<file path="src/rtl/irq_arb_pkg.sv">
package irq_arb_pkg;

    localparam int unsigned N_LINES      = 8;
    localparam int unsigned LINE_W       = $clog2(N_LINES);
    localparam int unsigned RANK_W       = LINE_W + 1;
    localparam int unsigned CASCADE_LINE = 2;

    typedef logic [N_LINES-1:0] lvec_t;
    typedef logic [LINE_W-1:0]  line_t;
    typedef logic [RANK_W-1:0]  rank_t;

    localparam rank_t RANK_NONE = rank_t'(N_LINES);

    typedef enum logic {
        TRIG_EDGE  = 1'b0,
        TRIG_LEVEL = 1'b1
    } trig_e;

    typedef struct packed {
        logic  fire;
        line_t line;
    } grant_t;

    typedef struct packed {
        logic smm;
        logic nested;
        logic master;
    } pmode_t;

    // Reorder a line vector so that bit k holds the line of rank k.
    function automatic lvec_t to_rank_order(lvec_t v, line_t ofs);
        lvec_t r;
        for (int k = 0; k < N_LINES; k++) begin
            r[k] = v[(k + int'(ofs)) % N_LINES];
        end
        return r;
    endfunction

    // Lowest set index of a rank-ordered vector, RANK_NONE if empty.
    function automatic rank_t first_rank(lvec_t v);
        rank_t r;
        r = RANK_NONE;
        for (int k = N_LINES - 1; k >= 0; k--) begin
            if (v[k]) r = rank_t'(k);
        end
        return r;
    endfunction

    function automatic line_t rank_line(rank_t r, line_t ofs);
        return line_t'((int'(r) + int'(ofs)) % N_LINES);
    endfunction

endpackage

</file>
<file path="src/rtl/irq_req_latch.sv">
module irq_req_latch
    import irq_arb_pkg::*;
(
    input  logic  clk,
    input  logic  rst,
    input  lvec_t req_in,
    input  lvec_t trig,
    input  lvec_t ack_clr,
    output lvec_t irr_d,
    output lvec_t irr_q
);

    lvec_t prev_q;

    for (genvar i = 0; i < N_LINES; i++) begin : g_line
        always_comb begin
            if (trig_e'(trig[i]) == TRIG_LEVEL) begin
                irr_d[i] = req_in[i];
            end else begin
                irr_d[i] = (irr_q[i] | (req_in[i] & ~prev_q[i])) & ~ack_clr[i];
            end
        end

        // a level line mirrors its input one clock later
        a_r6_level_track: assert property (@(posedge clk) disable iff (rst)
            (!$past(rst) && $past(trig[i])) |-> (irr_q[i] == $past(req_in[i])));

        // an edge line only becomes pending after a rising input
        a_r6_edge_rise: assert property (@(posedge clk) disable iff (rst)
            (!$past(rst) && !$past(trig[i]) && !$past(irr_q[i]) && irr_q[i])
            |-> ($past(req_in[i]) && !$past(prev_q[i])));
    end

    always_ff @(posedge clk) begin
        if (rst) begin
            irr_q  <= '0;
            prev_q <= '0;
        end else begin
            irr_q  <= irr_d;
            prev_q <= req_in;
        end
    end

endmodule

</file>
<file path="src/rtl/irq_prio_resolver.sv">
module irq_prio_resolver
    import irq_arb_pkg::*;
(
    input  lvec_t  irr,
    input  lvec_t  mask,
    input  lvec_t  isr,
    input  line_t  ofs,
    input  pmode_t mode,
    output grant_t grant
);

    lvec_t cand;
    lvec_t svc;
    rank_t cand_rank;
    rank_t svc_rank;

    always_comb begin
        cand = irr & ~mask;
        svc  = isr;
        if (mode.smm) begin
            svc = svc & ~mask;
        end
        if (mode.nested && mode.master) begin
            svc[CASCADE_LINE] = 1'b0;
        end
        cand_rank = first_rank(to_rank_order(cand, ofs));
        svc_rank  = first_rank(to_rank_order(svc, ofs));

        grant.fire = (cand_rank != RANK_NONE) && (cand_rank < svc_rank);
        grant.line = grant.fire ? rank_line(cand_rank, ofs) : '0;
    end

endmodule

</file>
<file path="src/rtl/irq_service_ctrl.sv">
module irq_service_ctrl
    import irq_arb_pkg::*;
(
    input  logic  clk,
    input  logic  rst,
    input  logic  take,
    input  line_t take_line,
    input  logic  auto_eoi,
    input  logic  rot_aeoi,
    input  lvec_t isr_clr,
    input  logic  rot_wr,
    input  line_t rot_val,
    output lvec_t isr_d,
    output lvec_t isr_q,
    output line_t ofs_d,
    output line_t ofs_q
);

    always_comb begin
        isr_d = isr_q & ~isr_clr;
        ofs_d = ofs_q;
        if (take) begin
            if (!auto_eoi) begin
                isr_d[take_line] = 1'b1;
            end else if (rot_aeoi) begin
                ofs_d = line_t'(take_line + 1'b1);
            end
        end
        if (rot_wr) begin
            ofs_d = rot_val;
        end
    end

    always_ff @(posedge clk) begin
        if (rst) begin
            isr_q <= '0;
            ofs_q <= '0;
        end else begin
            isr_q <= isr_d;
            ofs_q <= ofs_d;
        end
    end

    // acknowledge outside automatic mode leaves the winner in service
    a_r7_ack_sets_isr: assert property (@(posedge clk) disable iff (rst)
        (!$past(rst) && $past(take) && !$past(auto_eoi)) |-> isr_q[$past(take_line)]);

    // automatic rotate makes the acknowledged line lowest ranked
    a_r7_aeoi_rotate: assert property (@(posedge clk) disable iff (rst)
        (!$past(rst) && $past(take && auto_eoi && rot_aeoi && !rot_wr))
        |-> (ofs_q == line_t'($past(take_line) + 1'b1)));

    // requested clears always land when nothing is acknowledged
    a_r7_clear_lands: assert property (@(posedge clk) disable iff (rst)
        (!$past(rst) && !$past(take)) |-> ((isr_q & $past(isr_clr)) == '0));

    // an offset write is honoured
    a_r1_offset_load: assert property (@(posedge clk) disable iff (rst)
        (!$past(rst) && $past(rot_wr)) |-> (ofs_q == $past(rot_val)));

endmodule

</file>
<file path="src/rtl/irq_rank_arbiter.sv">
module irq_rank_arbiter
    import irq_arb_pkg::*;
(
    input  logic       clk,
    input  logic       rst,
    input  logic [7:0] req_in,
    input  logic [7:0] trig_mode,
    input  logic [7:0] mask_in,
    input  logic       special_mask,
    input  logic       nested_mode,
    input  logic       is_master,
    input  logic       auto_eoi,
    input  logic       rotate_on_aeoi,
    input  logic       rot_wr,
    input  logic [2:0] rot_val,
    input  logic [7:0] isr_clr,
    input  logic       ack,
    output logic       irq_out,
    output logic [2:0] win_line,
    output logic [7:0] req_pend,
    output logic [7:0] in_serv,
    output logic [2:0] rot_offset
);

    grant_t grant_d;
    grant_t grant_q;
    lvec_t  irr_d;
    lvec_t  irr_q;
    lvec_t  isr_d;
    lvec_t  isr_q;
    line_t  ofs_d;
    line_t  ofs_q;
    lvec_t  ack_clr;
    logic   take;
    pmode_t mode;
    lvec_t  mask_seen;

    assign take = ack && grant_q.fire;
    assign mode = '{smm: special_mask, nested: nested_mode, master: is_master};

    always_comb begin
        ack_clr = '0;
        if (take) begin
            ack_clr[grant_q.line] = ~trig_mode[grant_q.line];
        end
    end

    irq_req_latch u_latch (
        .clk     (clk),
        .rst     (rst),
        .req_in  (req_in),
        .trig    (trig_mode),
        .ack_clr (ack_clr),
        .irr_d   (irr_d),
        .irr_q   (irr_q)
    );

    irq_service_ctrl u_service (
        .clk       (clk),
        .rst       (rst),
        .take      (take),
        .take_line (grant_q.line),
        .auto_eoi  (auto_eoi),
        .rot_aeoi  (rotate_on_aeoi),
        .isr_clr   (isr_clr),
        .rot_wr    (rot_wr),
        .rot_val   (rot_val),
        .isr_d     (isr_d),
        .isr_q     (isr_q),
        .ofs_d     (ofs_d),
        .ofs_q     (ofs_q)
    );

    irq_prio_resolver u_resolver (
        .irr   (irr_d),
        .mask  (mask_in),
        .isr   (isr_d),
        .ofs   (ofs_d),
        .mode  (mode),
        .grant (grant_d)
    );

    always_ff @(posedge clk) begin
        if (rst) begin
            grant_q   <= '0;
            mask_seen <= '0;
        end else begin
            grant_q   <= grant_d;
            mask_seen <= mask_in;
        end
    end

    assign irq_out    = grant_q.fire;
    assign win_line   = grant_q.line;
    assign req_pend   = irr_q;
    assign in_serv    = isr_q;
    assign rot_offset = ofs_q;

    // a presented winner is pending
    a_r2_win_pending: assert property (@(posedge clk) disable iff (rst)
        irq_out |-> req_pend[win_line]);

    // a presented winner was unmasked at the edge that chose it
    a_r2_win_unmasked: assert property (@(posedge clk) disable iff (rst)
        irq_out |-> !mask_seen[win_line]);

    // a winner outside the cascade exemption is never already in service
    a_r3_not_in_service: assert property (@(posedge clk) disable iff (rst)
        (irq_out && (win_line != line_t'(CASCADE_LINE))) |-> !in_serv[win_line]);

endmodule

</file>
<file path="config.mk">
export PLATFORM = sky130hd
export DESIGN_NAME = irq_rank_arbiter
export DESIGN_NICKNAME = d
export VERILOG_FILES = /design/src/rtl/irq_arb_pkg.sv /design/src/rtl/irq_req_latch.sv /design/src/rtl/irq_prio_resolver.sv /design/src/rtl/irq_service_ctrl.sv /design/src/rtl/irq_rank_arbiter.sv
export SDC_FILE = /design/constraint.sdc
export NUM_CORES = 1
export LEC_CHECK = 0
export BUFFER_PORTS_ARGS = -buffer_cell sky130_fd_sc_hd__buf_2
export CORE_ASPECT_RATIO = 1.25
export CORE_MARGIN = 2
export CORE_UTILIZATION = 45
export DETAILED_ROUTE_END_ITERATION = 10
export PLACE_DENSITY = 0.69
export SETUP_SLACK_MARGIN = 0.2
export SYNTH_ARGS = -nofsm -noshare
export SYNTH_HDL_FRONTEND = slang
export SYNTH_SLANG_ARGS = --single-unit
</file>
<file path="constraint.sdc">
create_clock -name clk -period 5.14 [get_ports clk]
set_input_delay 0 -clock clk [delete_from_list [all_inputs] [get_ports clk]]
set_output_delay 0 -clock clk [all_outputs]
set_load 0.02 [all_outputs]
</file>
# Word-level counts from Yosys, hierarchy flattened
# Cells that the tools add are included.
totals:
  reg_bits: 31
  wordCells: 150
classes:
  addsub: 9
  magnitude_cmp: 11
  n_eq_ne: 1
  n_mux: 69
  bitwise_logic: 49
  reduce_logical: 5
op_table:
  columns: ["cell", "n"]
  rows:
  - ["2-to-1 mux 4 bit", 16]
  - ["binary-select mux 1 bit (select 3 bit)", 17]
  - ["less-than comparator 3 x 4 -> 1 bit, second input constant", 9]
  - ["bitwise AND 8 bit", 4]
  - ["2-to-1 mux 8 bit", 4]
  - ["2-to-1 mux 1 bit", 27]
  - ["NOT 1 bit", 18]
  - ["bitwise AND 1 bit", 16]
  - ["NOT 8 bit", 2]
  - ["adder 3 bit, first input constant", 4]
  - ["2-to-1 mux 3 bit", 4]
  - ["OR 1 bit", 8]
  - ["OR 8 bit", 1]
  - ["adder 2 x 3 -> 3 bit, first input constant", 2]
  - ["logical AND 1 bit", 4]
  - ["less-than comparator 4 bit", 1]
  - ["!= test 4 bit, second input constant", 1]
  - ["adder 1 x 3 -> 3 bit, first input constant", 1]
  - ["adder 3 x 1 -> 3 bit, second input constant", 1]
  - ["adder 3 bit", 1]
  - ["demux 1 bit (select 3 bit)", 1]
  - ["greater-or-equal comparator 3 x 1 -> 1 bit, second input constant", 1]
  - ["OR reduction 2 bit", 1]

# Logic depth before layout (Yosys ltp)
# Gate-level depths: netlist of run 1.
depth:
  word_depth: 24
  depth_mapped: 22
  mapped_depth_nobuf: 19

# Modules after synthesis
# From an unflattened synthesis of run 1, not the netlist that was laid out.
hier_totals:
  cells_unflattened: 283
  area_unflattened_um2: 2698.8
by_module_without_submodules:
  columns: ["module", "n_inst", "cells_per_inst", "area_each_um2"]
  rows:
  - ["irq_prio_resolver", 1, 135, 1229.9]
  - ["irq_req_latch", 1, 65, 737.0]
  - ["irq_service_ctrl", 1, 61, 549.3]
  - ["irq_rank_arbiter", 1, 22, 182.7]

# Least setup slack after synthesis of run 1
# Ideal clock, no wire load.
synth_path:
  path_kind: "flip-flop to flip-flop"
  start: "register grant_q, in the netlist irq_out"
  end: "register grant_q, in the netlist win_line[2]"
  t_arrival_ps: 4619
  t_required_ps: 5081
  path_slack_ps: 462
  stages_incl_launch_ff: 21
  synth_period_minus_slack_ps: 4678
  path_cell_list: "dfxtp_1 > and4_4 > mux2i_4 > and2_1 > buf_2 > inv_2 > buf_2 > ha_1 > buf_1 > clkinv_1 > mux4_2 > mux2_2 > and3_1 > and2_1 > nand2b_1 > ha_1 > a21o_1 > a211oi_1 > o21ai_0 > a41oi_2 > and2_1"
synth_between:
  elab_chain_cells: 20
  elab_cells_between_ends: 94
  cone_classes: "add/sub (8); order compare (1); eq/ne (1); mux (62); bitwise (19); reduce/logical (3)"
synth_lines:
  columns: ["element", "line_no", "source"]
  rows:
  - ["from (decl)", "irq_rank_arbiter.sv:26", "grant_t grant_q;"]
  - ["from (signal assigned)", "irq_rank_arbiter.sv:88", "grant_q <= grant_d;"]
  - ["logical AND 1 bit (*)", "irq_rank_arbiter.sv:38", "assign take = ack && grant_q.fire;"]
  - ["branches (longest 19 deep; another with adder 3 bit)", null, null]
# Every way passes the cells marked *. The select of a mux whose other input is x is not followed.
# A chain may end at the register's enable or synchronous reset.

# Final worst setup path of run 1
# Ends and elaborated chain as after synthesis.

==> impl_metrics.env, run 1 <==
export IMPL_outcome="complete, no violations"
export IMPL_synth_area_leader_cell="dfxtp_1"
export IMPL_async_flop_share=0
export IMPL_drv_slew=0
export IMPL_worstSkewPairLatency_ns=0.28
export IMPL_synth_edf_count=0
export IMPL_synthTopCellsByCount="dfxtp_1, nand2_1, nor3_1, nor2b_1, mux2i_1"
export IMPL_netlist_area_sq_um=2620
export IMPL_hp_start="isr_clr[5]"
export IMPL_synth_top_cells_by_area="dfxtp_1, mux4_2, mux2i_1"
export IMPL_p_sw_frac=0.387
export IMPL_finalCriticalPeriod_ns=4.56
export IMPL_grt_max_degree=29
export IMPL_syn_inst=312
export IMPL_irDropWorstVdd_uv=154
export IMPL_cts_buffer_depth=2
export IMPL_regToRegSetupSlack_ns=0.58
export IMPL_io_pins=67
export IMPL_numCtsBuffers=5
export IMPL_worstPathArrival_ns=4.79
export IMPL_synthDistinctLibCells=56
export IMPL_combinationalPowerShare=0.474
export IMPL_ys_flop_type="dfxtp_1"
export IMPL_tritoncts="done"
export IMPL_r2r_start="irq_out"
export IMPL_clockRootBuffer="clkbuf_8"
export IMPL_first_iter_violations=196
export IMPL_hp_class="in2reg"
export IMPL_tns_ns=0
export IMPL_avgSynthCellArea_sq_um=8.41
export IMPL_die_h_um=89.4
export IMPL_synth_yosys_seq_area_share=0.237
export IMPL_totalWireLength_mm=7.78
export IMPL_drtPass1Iterations=4
export IMPL_r2r_cells=17
export IMPL_grt_use_total=0.245
export IMPL_fin_skew_ns=0.00447
export IMPL_max_slew_worst_pin_slew_ns=0.612
export IMPL_slew_headroom=0.589
export IMPL_drc=0
export IMPL_fp_row_count=31
export IMPL_hold_path_end="u_service.isr_q[5]"
export IMPL_fin_cells=447
export IMPL_cp_start_kind="flip-flop"
export IMPL_clock_sinks=31
export IMPL_place_congestion=0.953
export IMPL_seq_power_share=0.283
export IMPL_grt_pass1_wl_mm=12.1
export IMPL_dpl_cell_count=430
export IMPL_crit_path_start="irq_out"
export IMPL_die_w_um=72.3
export IMPL_power_mw=1.03
export IMPL_clkPwrFrac=0.243
export IMPL_grt_pass1_vias=2461
export IMPL_path_max_fanout=14
export IMPL_drive_gt1_frac=0.268
export IMPL_rsz0062_at_grt="no"
export IMPL_max_freq_mhz=219
export IMPL_routedWlPerCell_um=17.4
export IMPL_yosysWarnings=0
export IMPL_r2r_end="win_line[2]"
export IMPL_die_area_sq_um=6460
export IMPL_initial_core_util=0.460
export IMPL_crit_type="reg2reg"
export IMPL_hold_violations=0
export IMPL_power_switching_mw=0.397
export IMPL_final_nets=432
export IMPL_fin_area_sq_um=3190
export IMPL_io_buffer_count=66
export IMPL_htreeDepth=2
export IMPL_insertedDiodeCount=0
export IMPL_core_sq_um=5700
export IMPL_synth_most_common_cell="dfxtp_1"
export IMPL_routed_via_count=2705
export IMPL_ant_nets=0
export IMPL_ys_seq_elements=31
export IMPL_p_int_mw=0.628
export IMPL_power_density_nw_per_um2=322
export IMPL_maxCapViolCount=0
export IMPL_leakage_nw=1.28
export IMPL_synth_top_area_frac=0.237
export IMPL_dp_hpwl_mm=6.11
export IMPL_cp_required_ns=5.37
export IMPL_syn_to_final_growth_pct=21.6
export IMPL_holdWs_ns=0.0420
export IMPL_antenna_found_initial=0
export IMPL_grt_overflow=0
export IMPL_period_share=0.886
export IMPL_setup_violations_final=0
export IMPL_viasPerCell=6.05
export IMPL_synth_fp_nets=364
export IMPL_endpoint_kind="flip-flop"
export IMPL_clkTransAtPathRegs_ns=0.07
export IMPL_hold_path_depth=4
export IMPL_place_area_sq_um=2980
registers in the layout, indices dropped and copies added, names as in the netlist:
name             cells
u_service.ofs_q      3
u_latch.prev_q       8
irq_out              1
u_latch.irr_q        8
u_service.isr_q      8
win_line             3
per-stage QoR:
step                      setup slack (ns)   util
after global routing                 0.213  0.559
after floorplan                      0.462      -
final                                0.584  0.559
after detailed placement             0.485  0.522
after global placement               0.651  0.522
after CTS                            0.473  0.557
cells by family (layout without fill, tap and decap cells):
logic type	Yosys count	in the layout	synth area share
flip-flops	31	31	0.237
AND/OR/NAND/NOR	136	136	0.273
multiplexers	32	32	0.182
AO/OA/AOI/OAI	70	70	0.197
adder cells (fa/ha/maj)	8	8	0.0410
XOR/XNOR	7	7	0.0234
buffers and inverters	28	97	0.0463
area by class of cell:
type | count | area (sq um)
Clock buffer | 6 | 82.6
Tap cell | 66 | 82.6
Inverter | 12 | 51.3
Clock inverter | 2 | 35.0
Timing Repair Buffer | 77 | 433
Multi-Input combinational cell | 253 | 1880
Fill cell | 526 | 2510
Sequential cell | 31 | 621
what timing repair did:
item | in CTS | in global routing
endpoints found under the hold margin | 8 | 0
resized for setup | 0 | 2
hold buffers | 8 | 0
buffers inserted | 0 | 1
endpoints found under the setup margin | 0 | 4
worst max-delay path, stage by stage, from the launching register on:
cell,delay [ns]
dfxtp_1,0.43
and4_4,0.30
mux2i_4,0.36
and2_1,0.21
inv_2,0.13
ha_2,0.46
clkinvlp_4,0.21
mux4_2,0.35
mux2_2,0.28
and3_1,0.19
and2_1,0.14
nand2b_1,0.14
ha_1,0.33
a21o_1,0.19
a211oi_1,0.22
o21ai_0,0.15
a41oi_2,0.25
and2_1,0.16
power by group through the flow:
stage	Combinational [mW]	Sequential (mW)	Clock, mW
6_report	0.486	0.291	0.249
3_5_place_dp	0.472	0.296	0
2_1_floorplan	0.322	0.319	0
3_3_place_gp	0.460	0.294	0
5_1_grt	0.525	0.294	0.270
4_1_cts	0.478	0.290	0.255
per-layer routing:
layer / vias to the layer above / global-route usage / part of all wire
met5: - / 0 / 0
met4: 0 / 0.149 / 0.049
met3: 26 / 0.0383 / 0.069
met2: 112 / 0.408 / 0.47
met1: 1255 / 0.296 / 0.41
li1: 1312 / - / -
cell usage in the layout (no fill, tap or decap), types with 7 or more instances in the layout:
| cell type | instances |
|---|---|
| inv_1 | 9 |
| o22ai_1 | 7 |
| nand2_1 | 26 |
| buf_2 | 66 |
| dfxtp_1 | 31 |
| a21oi_1 | 14 |
| o211ai_1 | 12 |
| mux4_2 | 11 |
| nand3_1 | 11 |
| nand2b_1 | 13 |
| nor2b_1 | 24 |
| dlygate4sd3_1 | 8 |
| xnor2_1 | 7 |
| mux2i_1 | 16 |
| nor2_1 | 15 |
| nor3_1 | 25 |
worst max path at each step:
stage / slack (ns) / endpoint / cells past startpoint
3_3_place_gp: 0.65 / win_line[0] / 17
2_1_floorplan: 0.46 / win_line[2] / 20
4_1_cts: 0.47 / win_line[1] / 17
3_5_place_dp: 0.49 / win_line[1] / 17
5_1_grt: 0.21 / win_line[0] / 17
6_report: 0.58 / win_line[2] / 17
No activity file was read; power rests on OpenSTA's default activity.
==> inputs of run 2 (changes only) <==
==> constraint.sdc (replaced) <==
create_clock -name clk -period 4.2 [get_ports clk]
set_input_delay 0 -clock clk [delete_from_list [all_inputs] [get_ports clk]]
set_output_delay 0 -clock clk [all_outputs]
set_load 0.02 [all_outputs]
==> run 2 against run 1 <==
Via count increased by 3.3%. Hold slack improved by 0.0034 ns. Wire length increased by 4.7%. Sequential share of layout area decreased by 0.78 points. Sequential power increased by 24%. Power increased by 23%. Final area increased by 5.7%. Largest cell class unchanged. Clock skew decreased by 0.0017 ns. Register-to-register slack got worse by 0.18 ns.
==> impl_metrics.env, run 2 (synthesis gave the netlist of run 1 again) <==
export IMPL_outcome="complete, no violations"
export IMPL_drive_gt1_frac=0.337
export IMPL_grt_use_total=0.249
export IMPL_drtPass1Iterations=5
export IMPL_place_area_sq_um=3050
export IMPL_top_regs="u_latch.irr_q (8), u_latch.prev_q (8), u_service.isr_q (8)"
export IMPL_clock_sinks=31
export IMPL_leakage_nw=1.34
export IMPL_post_cts_buffers=0
export IMPL_cp_required_ns=4.43
export IMPL_drv_slew=0
export IMPL_period_share=0.904
export IMPL_cp_cell_sequence="ha_1 -> nor2_2 -> mux2i_4 -> and2_4 -> buf_4 -> ha_1 -> xnor2_2 -> mux2i_1 -> mux2_2 -> and3_1 -> and2_1 -> nand2b_1 -> ha_1 -> a21o_1 -> a211oi_2 -> o21ai_1 -> a41oi_2 -> and2_1"
export IMPL_slowest_delay_ns=0.37
export IMPL_worstSkewPairLatency_ns=0.28
export IMPL_slew_headroom=0.613
export IMPL_irDropWorstVdd_uv=193
export IMPL_drc=0
export IMPL_hold_violations=0
export IMPL_grt_pass1_wl_mm=12.4
export IMPL_holdWs_ns=0.0454
export IMPL_power_density_nw_per_um2=374
export IMPL_seq_area_sq_um=629
export IMPL_clockRootBuffer="clkbuf_8"
export IMPL_worstPathArrival_ns=4.02
export IMPL_layout_common_cells="buf_2, dfxtp_1, nand2_1"
export IMPL_antenna_found_initial=0
export IMPL_hp_class="in2reg"
export IMPL_cp_start_kind="flip-flop"
export IMPL_multi_input_area_sq_um=2030
export IMPL_first_iter_violations=221
export IMPL_die_h_um=89.4
export IMPL_routedWlPerCell_um=18.0
export IMPL_syn_to_final_growth_pct=28.4
export IMPL_fin_area_sq_um=3370
export IMPL_ant_nets=0
export IMPL_htreeDepth=2
export IMPL_grt_overflow=0
export IMPL_grt_pass1_vias=2542
export IMPL_core_sq_um=5700
export IMPL_max_slew_worst_pin_slew_ns=0.576
export IMPL_clkTransAtPathRegs_ns=0.06
export IMPL_tritoncts="done"
export IMPL_insertedDiodeCount=0
export IMPL_rsz0062_at_grt="no"
export IMPL_cp_common_cell="ha_1"
export IMPL_fin_skew_ns=0.00280
export IMPL_setup_violations_final=0
export IMPL_numCtsBuffers=5
export IMPL_path_max_fanout=17
export IMPL_dp_hpwl_mm=6.30
export IMPL_regToRegSetupSlack_ns=0.40
export IMPL_finalCriticalPeriod_ns=3.80
export IMPL_layout_commonest_cell="buf_2"
export IMPL_place_congestion=1.01
export IMPL_power_mw=1.26
export IMPL_io_pins=67
export IMPL_max_freq_mhz=263
export IMPL_tns_ns=0
export IMPL_maxCapViolCount=0
export IMPL_die_w_um=72.3
export IMPL_io_buffer_count=66
export IMPL_cp_slowest_cell="dfxtp_4"
export IMPL_die_area_sq_um=6460
export IMPL_cts_buffer_depth=2
export IMPL_routed_via_count=2794
export IMPL_crit_type="reg2reg"
export IMPL_fillers=485
export IMPL_viasPerCell=6.18
export IMPL_initial_core_util=0.460
export IMPL_grt_max_degree=29
export IMPL_fp_row_count=31
export IMPL_endpoint_kind="flip-flop"
export IMPL_final_nets=438
export IMPL_totalWireLength_mm=8.14
run 2: cell types whose count changed in the layout (fill, tap and decap cells not counted), moves of 4 or more:
cell,change
buf_4,+6
mux2i_1,-5
nor3_1,-5
nor3_2,+5
mux2i_4,+4
run 2: what timing repair did:
item / CTS / global route
gates resized for setup: 0 / 28
hold buffers: 8 / 0
setup endpoints to repair: 0 / 4
endpoints found under the hold margin: 8 / 0
run 2: critical path: cells and delay by family, from the launching register on:
| family | cells | cell delay [ns] |
|---|---|---|
| AOI/OAI and AO/OA | 4 | 0.69 |
| DFF | 1 | 0.37 |
| muxes | 3 | 0.48 |
| adders and majority gates | 3 | 0.86 |
| xor gates and xnor gates | 1 | 0.27 |
| buffers and inverters | 1 | 0.21 |
| and+or+nand+nor | 6 | 0.84 |
run 2: routing by layer:
layer / wire, um / up-vias / global-route usage
met5: 0 / - / 0
met4: 327 / 0 / 0.127
met3: 544 / 30 / 0.0349
met2: 4070 / 135 / 0.433
met1: 3200 / 1310 / 0.298
li1: - / 1319 / -
run 2: final timing paths:
path,startpoint,endpoint,cells past startpoint
setup / recovery,win_line[0],win_line[2],18
hold / removal,isr_clr[5],u_service.isr_q[5],4
setup reg to reg,win_line[0],win_line[2],18
hold reg to reg,u_service.isr_q[5],u_service.isr_q[5],2
run 2: layout make-up:
cell class | instances | area share
Sequential cell | 31 | 0.187
Tap cell | 66 | 0.0245
Inverter | 12 | 0.0178
Timing Repair Buffer | 83 | 0.142
Clock buffer | 6 | 0.0245
Clock inverter | 1 | 0.00149
Multi-Input combinational cell | 253 | 0.603
run 2: stage by stage:
stage	std cells	utilization	setup slack (ns)
final	452	0.591	0.405
after global routing	452	0.591	0.167
after CTS	452	0.564	0.252
after global placement	437	0.535	0.394
after floorplan	312	-	0.200
after detailed placement	437	0.535	0.270
run 2: power by group:
part	internal (mW)	switching, mW
Combinational	0.289	0.374
Clock	0.128	0.106
Sequential	0.331	0.0294
Total	0.749	0.510
